### config.mk
export PLATFORM = sky130hd
export DESIGN_NAME = exc_entry_seq
export DESIGN_NICKNAME = d
export VERILOG_FILES = /design/src/rtl/exc_pkg.sv /design/src/rtl/exc_arbiter.sv /design/src/rtl/exc_fsm.sv /design/src/rtl/exc_bank.sv /design/src/rtl/exc_entry_seq.sv
export SDC_FILE = /design/constraint.sdc
export NUM_CORES = 1
export LEC_CHECK = 0
export BUFFER_PORTS_ARGS = -buffer_cell sky130_fd_sc_hd__buf_4
export CAP_MARGIN = 20
export CORE_MARGIN = 8
export CORE_UTILIZATION = 54
export DETAILED_ROUTE_END_ITERATION = 12
export PLACE_DENSITY_LB_ADDON = 0.3
export SLEW_MARGIN = 40
export SYNTH_ARGS = -nofsm -noshare
export SYNTH_HDL_FRONTEND = slang
export SYNTH_HIERARCHICAL = 1
export SYNTH_SLANG_ARGS = --single-unit
### constraint.sdc
create_clock -name clk -period 8.3 [get_ports clk]
set_clock_uncertainty 0.2 [all_clocks]
set_input_delay 0.83 -clock clk [delete_from_list [all_inputs] [get_ports clk]]
set_output_delay 0.83 -clock clk [all_outputs]
set_load 0.005 [all_outputs]
### src/rtl/exc_pkg.sv
package exc_pkg;
    typedef enum logic [1:0] {
        ST_RUN,
        ST_IRQ_ENT,
        ST_FIQ_ENT,
        ST_RESTORE
    } exc_state_e;

    localparam logic [4:0] MODE_IRQ     = 5'b10010;
    localparam logic [4:0] MODE_FIQ     = 5'b10001;
    localparam int         IRQ_MASK_BIT = 7;
    localparam int         FIQ_MASK_BIT = 6;
    localparam int         IRQ_VEC_OFS  = 24;
    localparam int         FIQ_VEC_OFS  = 28;
    localparam int         BANK_IRQ     = 0;
    localparam int         BANK_FIQ     = 1;
    localparam int         NUM_BANKS    = 2;
endpackage

### src/rtl/exc_arbiter.sv
module exc_arbiter (
    input  logic irq_n,
    input  logic fiq_n,
    input  logic insn_done,
    input  logic irq_masked,
    input  logic fiq_masked,
    output logic take_irq,
    output logic take_fiq
);
    logic irq_live;
    logic fiq_live;

    always_comb begin
        irq_live = !irq_n && !irq_masked;
        fiq_live = !fiq_n && !fiq_masked;
        take_fiq = insn_done && fiq_live;
        take_irq = insn_done && irq_live && !fiq_live;
    end
endmodule

### src/rtl/exc_fsm.sv
module exc_fsm
    import exc_pkg::*;
(
    input  logic clk,
    input  logic rst_n,
    input  logic take_irq,
    input  logic take_fiq,
    input  logic ret_ok,
    output logic do_irq,
    output logic do_fiq,
    output logic do_ret,
    output logic entry_taken,
    output logic entry_fast
);
    exc_state_e state_q;
    exc_state_e state_d;

    always_comb begin
        if (take_fiq)      state_d = ST_FIQ_ENT;
        else if (take_irq) state_d = ST_IRQ_ENT;
        else if (ret_ok)   state_d = ST_RESTORE;
        else               state_d = ST_RUN;
    end

    always_ff @(posedge clk or negedge rst_n) begin
        if (!rst_n) state_q <= ST_RUN;
        else        state_q <= state_d;
    end

    always_comb begin
        do_irq = (state_d == ST_IRQ_ENT);
        do_fiq = (state_d == ST_FIQ_ENT);
        do_ret = (state_d == ST_RESTORE);
        entry_taken = 1'b0;
        entry_fast  = 1'b0;
        unique case (state_q)
            ST_RUN:     ;
            ST_IRQ_ENT: entry_taken = 1'b1;
            ST_FIQ_ENT: begin
                entry_taken = 1'b1;
                entry_fast  = 1'b1;
            end
            ST_RESTORE: ;
            default:    ;
        endcase
    end
endmodule

### src/rtl/exc_bank.sv
module exc_bank #(
    parameter int ADDR_W = 32,
    parameter int PSR_W  = 32
) (
    input  logic              clk,
    input  logic              rst_n,
    input  logic              we,
    input  logic [ADDR_W-1:0] ret_addr,
    input  logic [PSR_W-1:0]  old_psr,
    output logic [ADDR_W-1:0] lr,
    output logic [PSR_W-1:0]  spsr
);
    always_ff @(posedge clk or negedge rst_n) begin
        if (!rst_n) begin
            lr   <= '0;
            spsr <= '0;
        end else if (we) begin
            lr   <= ret_addr;
            spsr <= old_psr;
        end
    end
endmodule

### src/rtl/exc_entry_seq.sv
module exc_entry_seq
    import exc_pkg::*;
#(
    parameter int               ADDR_W   = 32,
    parameter int               PSR_W    = 32,
    parameter logic [ADDR_W-1:0] VEC_BASE = '0,
    parameter logic [4:0]       RST_MODE = 5'b10011
) (
    input  logic              clk,
    input  logic              rst_n,
    input  logic              irq_n,
    input  logic              fiq_n,
    input  logic              insn_done,
    input  logic [ADDR_W-1:0] next_pc,
    input  logic              eret,
    input  logic              psr_wr_en,
    input  logic [PSR_W-1:0]  psr_wr_data,
    output logic [PSR_W-1:0]  cpsr,
    output logic [ADDR_W-1:0] lr_irq,
    output logic [PSR_W-1:0]  spsr_irq,
    output logic [ADDR_W-1:0] lr_fiq,
    output logic [PSR_W-1:0]  spsr_fiq,
    output logic              entry_taken,
    output logic              entry_fast,
    output logic [ADDR_W-1:0] vec_addr
);
    localparam logic [ADDR_W-1:0] RET_OFS  = ADDR_W'(4);
    localparam logic [ADDR_W-1:0] IRQ_VEC  = VEC_BASE + ADDR_W'(IRQ_VEC_OFS);
    localparam logic [ADDR_W-1:0] FIQ_VEC  = VEC_BASE + ADDR_W'(FIQ_VEC_OFS);

    logic [PSR_W-1:0] cpsr_q;
    logic             take_irq, take_fiq, ret_ok;
    logic             do_irq, do_fiq, do_ret;
    logic [4:0]       cur_mode;
    logic [PSR_W-1:0] irq_psr, fiq_psr, ret_psr, rst_psr;
    logic [NUM_BANKS-1:0] bank_we;
    logic [ADDR_W-1:0]    bank_lr   [NUM_BANKS];
    logic [PSR_W-1:0]     bank_spsr [NUM_BANKS];
    logic [ADDR_W-1:0]    ret_addr;

    assign cur_mode = cpsr_q[4:0];
    assign ret_addr = next_pc + RET_OFS;

    exc_arbiter u_arb (
        .irq_n      (irq_n),
        .fiq_n      (fiq_n),
        .insn_done  (insn_done),
        .irq_masked (cpsr_q[IRQ_MASK_BIT]),
        .fiq_masked (cpsr_q[FIQ_MASK_BIT]),
        .take_irq   (take_irq),
        .take_fiq   (take_fiq)
    );

    assign ret_ok = eret && (cur_mode == MODE_IRQ || cur_mode == MODE_FIQ);

    exc_fsm u_fsm (
        .clk         (clk),
        .rst_n       (rst_n),
        .take_irq    (take_irq),
        .take_fiq    (take_fiq),
        .ret_ok      (ret_ok),
        .do_irq      (do_irq),
        .do_fiq      (do_fiq),
        .do_ret      (do_ret),
        .entry_taken (entry_taken),
        .entry_fast  (entry_fast)
    );

    assign bank_we[BANK_IRQ] = do_irq;
    assign bank_we[BANK_FIQ] = do_fiq;

    generate
        for (genvar b = 0; b < NUM_BANKS; b++) begin : g_bank
            exc_bank #(.ADDR_W(ADDR_W), .PSR_W(PSR_W)) u_bank (
                .clk      (clk),
                .rst_n    (rst_n),
                .we       (bank_we[b]),
                .ret_addr (ret_addr),
                .old_psr  (cpsr_q),
                .lr       (bank_lr[b]),
                .spsr     (bank_spsr[b])
            );
        end
    endgenerate

    always_comb begin
        rst_psr = '0;
        rst_psr[IRQ_MASK_BIT] = 1'b1;
        rst_psr[FIQ_MASK_BIT] = 1'b1;
        rst_psr[4:0] = RST_MODE;

        irq_psr = cpsr_q;
        irq_psr[IRQ_MASK_BIT] = 1'b1;
        irq_psr[4:0] = MODE_IRQ;

        fiq_psr = cpsr_q;
        fiq_psr[IRQ_MASK_BIT] = 1'b1;
        fiq_psr[FIQ_MASK_BIT] = 1'b1;
        fiq_psr[4:0] = MODE_FIQ;

        ret_psr = (cur_mode == MODE_FIQ) ? bank_spsr[BANK_FIQ] : bank_spsr[BANK_IRQ];
    end

    always_ff @(posedge clk or negedge rst_n) begin
        if (!rst_n)         cpsr_q <= rst_psr;
        else if (do_fiq)    cpsr_q <= fiq_psr;
        else if (do_irq)    cpsr_q <= irq_psr;
        else if (do_ret)    cpsr_q <= ret_psr;
        else if (psr_wr_en) cpsr_q <= psr_wr_data;
    end

    assign cpsr     = cpsr_q;
    assign lr_irq   = bank_lr[BANK_IRQ];
    assign spsr_irq = bank_spsr[BANK_IRQ];
    assign lr_fiq   = bank_lr[BANK_FIQ];
    assign spsr_fiq = bank_spsr[BANK_FIQ];
    assign vec_addr = !entry_taken ? '0 : (entry_fast ? FIQ_VEC : IRQ_VEC);
endmodule

==> impl_summary.txt <==
----------------------------------------------------
[Critical path]
  Required time of the critical path ... between 8 and 9 ns
  Arrival time of the worst setup path ... 4.08 ns
  Nature of the critical path startpoint ... input pin
  Crit path buffers/inverters ... 2
  Stage delay of the slowest cell on the critical path ... 0.76 ns
  Worst-path cell chain ... buf_4, nor2_1, and2_4, buf_4, nor2b_4, o21bai_1, nor2_4, o21ai_0, o21ai_0
  Kind of end point of the critical path ... register
  Kind of cell adding the most delay to the critical path ... simple AND/OR/NAND/NOR gates
  CP max stage cell ... sky130_fd_sc_hd__buf_4
  Max Fanout on Critical Path ... 43
  Worst Path Class, Setup ... in2reg

[Detailed routing]
  Number of nets with antenna violations after detailed routing ... 0
  Via count ... roughly 6,000
  Routed wirelength normalized by instance count ... 21.1 um
  Total detailed-routing wirelength ... 22,700 um
  Number of design rule violations left after detail routing ... 0
  Count of TritonRoute iterations in the first routing pass ... 5
  Number of DRC markers after the initial detailed-route iteration ... about 480
  Avg Vias per Cell ... approximately 5.6

[Yosys]
  Flip-flop cell with the highest count after synthesis ... sky130_fd_sc_hd__dfrtp_1
  Most used standard cells in the synthesized netlist ... sky130_fd_sc_hd__dfrtp_1, sky130_fd_sc_hd__mux2_4, sky130_fd_sc_hd__o21ai_0
  Combined area of all synthesized cells ... 8280 um2
  Share of synthesized area occupied by flip-flops and latches ... 49.1%
  Area share of the leading cell type in the synthesized netlist ... roughly 47%
  Synth warn ... 6
  Post-synthesis cell type count ... 47
  Flop and latch count out of synthesis ... ~160
  Number of flops mapped to enable cells by yosys ... 0
  Cells after Synth ... 662
  Most numerous cell in the Yosys netlist ... sky130_fd_sc_hd__dfrtp_1
  Per-instance average area after synthesis ... 12.5 um2
  Library cell occupying the most area in the post-synthesis netlist ... sky130_fd_sc_hd__dfrtp_1
  Cell types with the largest area share after synthesis ... sky130_fd_sc_hd__dfrtp_1, sky130_fd_sc_hd__mux2_4, sky130_fd_sc_hd__o21ai_0
  Share of flip-flops with an asynchronous set or reset after synthesis ... 100%

[Layout]
  Utilization after layout ... 70.2%
  Fraction of layout cells with a size suffix above 1 ... ~48%
  Number of nets in the final layout ... 950
  Total area of multi-input combinational cells ... 3720 um2
  Area added between synthesis and finish ... 27.9%
  Count of antenna diodes in the layout ... 0
  Footprint of the flip-flops and latches ... 4060 um2
  Fin cells ... 1,078
  Fillers ... 1,073

[Timing]
  Slew at the pin closest to its max-slew limit ... just under 0.8 ns
  Worst hold-check slack ... 0.0901 ns
  Achievable frequency ... roughly 250 MHz
  Endpoints failing hold ... 0
  Setup total negative slack ... 0 ns
  Setup repair after global routing missed its margin ... false
  Shortest period the worst path allows ... 3.95 ns
  Relative slew slack ... 47.2%
  Number of failing setup endpoints in the final timing report ... 0
  Slew Viols, Final ... 0
  Post-route fraction of the period consumed by the critical path ... 47.6%

[Clock tree]
  Post-CTS Resized ... 0
  Root Driver ... sky130_fd_sc_hd__clkbuf_16
  H-Tree Level Count ... 4
  Clock tree from TritonCTS ... done
  Total CTS buffers ... 17
  Total number of clock tree sinks ... approximately 160
  Cts-stage hold buffer count ... 0
  Number of setup buffers added after CTS ... 0
  Clock latency reported for the late side of the worst-skew pair ... 0.44 ns
  Buffer depth of the longest clock path ... 2
  Clk pin slew, worst setup/hold paths ... 0.06 ns

[Placement]
  Placer's final routability congestion estimate ... 0.855
  Post-placement cell count ... 1,045
  Final HPWL from detailed placement ... approximately 16,000 um
  Input/output buffers ... 235

[Floorplanning]
  Die H ... 140 um
  Effective utilization at floorplan ... 54.9%
  I/O Pins ... 265
  Horizontal extent of the die ... between 100 and 150 um
  Core box area ... 15,100 um2
  Floorplan die area ... around 20,000 um2
  Number of standard-cell rows in the floorplan ... 45

[Run]
  Reported max-cap violation count ... 0

[Global routing]
  Maximum number of pins on one net before global-route repair ... 104
  Initial antenna violation count ... 0
  GRT Overall Usage ... 23.2%
  Sum of overflow across all layers after global routing ... 0
  Vias in the first global route ... 6,448
  First-pass GRT wire length ... 36,000 um

[Pwr]
  Tot Pwr ... 0.00390 W
  Total power per unit cell area ... 368 nW/um2
  Pleak ... 5.13 nW
  Worst IR drop on VDD ... 0.000181 V

[Worst hold path]
  Type of the worst min-delay path ... in2async

[Status]
  Outcome ... complete, no violations

----------------------------------------------------
[worst paths after layout]
kind,start,end,slack (ns),cells after the start
min in group clk,g_bank[0].u_bank/lr[10],g_bank[0].u_bank/lr[10],0.31,1
min reg2reg,g_bank[0].u_bank/lr[10],g_bank[0].u_bank/lr[10],0.31,1
min,rst_n,g_bank[1].u_bank/lr[4],0.09,1
max reg2reg,cpsr[6],cpsr[29],4.42,8
max in group asynchronous,rst_n,g_bank[0].u_bank/lr[29],6.60,3
max,fiq_n,cpsr[29],4.35,9
[worst register-to-register path: cells and delay by family, from the launching register on]
kind / cells / cell delay (ns)
AO/OA/AOI/OAI: 3 / 0.81
buffers and inverters: 1 / 0.77
AND/OR/NAND/NOR: 4 / 1.59
flip-flops: 1 / 0.41
[cell type report]
| cell class | count | area share [%] |
|---|---|---|
| flip-flops and latches | 162 | 38.3 |
| inverters | 8 | 0.284 |
| well taps | 188 | 2.22 |
| clock inverters | 11 | 1.67 |
| clock buffers | 21 | 4.54 |
| repair buffers | 243 | 17.8 |
| multi-input cells | 445 | 35.1 |
[flip-flops by register name, summed over array words and instances, names as in the netlist]
register,flops
g_bank.u_bank/spsr,64
u_fsm/state_q,2
g_bank.u_bank/lr,64
cpsr,32
[metrics by stage]
step           setup slack (ns)  area [um2]
6_report                   4.35       10600
5_1_grt                    4.10       10600
4_1_cts                    4.35       10600
3_5_place_dp               3.91        9900
3_3_place_gp               3.84        9840
2_1_floorplan              5.35        8380
[logic make-up (layout without fill, tap and decap cells)]
family / count (synthesis) / after routing / synth area share, %
adder cells (fa/ha/maj): 2 / 2 / 0.302
multiplexers: 131 / 131 / 23.2
other: 1 / 29 / 0.0453
XOR/XNOR: 28 / 28 / 2.96
buffers and inverters: 83 / 283 / 7.77
AO/OA/AOI/OAI: 95 / 95 / 6.08
AND/OR/NAND/NOR: 160 / 160 / 10.6
flip-flops: 162 / 162 / 49.1
[cell usage in the layout (no fill, tap or decap), types with 6 or more instances in the layout]
| cell type | netlist | layout |
|---|---|---|
| sky130_fd_sc_hd__inv_1 | 8 | 8 |
| sky130_fd_sc_hd__conb_1 | 1 | 29 |
| sky130_fd_sc_hd__o21ai_0 | 81 | 81 |
| sky130_fd_sc_hd__nor2_1 | 15 | 13 |
| sky130_fd_sc_hd__buf_4 | 32 | 237 |
| sky130_fd_sc_hd__nand3_1 | 40 | 40 |
| sky130_fd_sc_hd__and3_1 | 30 | 30 |
| sky130_fd_sc_hd__nor3_1 | 6 | 6 |
| sky130_fd_sc_hd__nor4_1 | 6 | 6 |
| sky130_fd_sc_hd__dfrtp_1 | 157 | 157 |
| sky130_fd_sc_hd__xor2_1 | 18 | 18 |
| sky130_fd_sc_hd__xnor2_1 | 10 | 10 |
| sky130_fd_sc_hd__nand2_1 | 38 | 38 |
| sky130_fd_sc_hd__clkbuf_16 | 0 | 17 |
| sky130_fd_sc_hd__mux2_4 | 120 | 120 |
| sky130_fd_sc_hd__mux2_2 | 8 | 8 |
[metal layers]
metal | wire length (um) | GRT usage [%] | part of all wire, %
met1 | 9680 | 29.4 | 43
met2 | 10900 | 37.4 | 48
met3 | 1730 | 6.77 | 7.6
met4 | 381 | 8.00 | 1.7
met5 | 0 | 0 | 0
[power breakdown]
part / leakage [nW] / total (W) / internal (W) / switching, W
Clock: 0.319 / 0.000861 / 0.000537 / 0.000324
Sequential: 1.96 / 0.00151 / 0.00116 / 0.000341
Combinational: 2.85 / 0.00153 / 0.000966 / 0.000566
(Power assumes the default switching activity.)
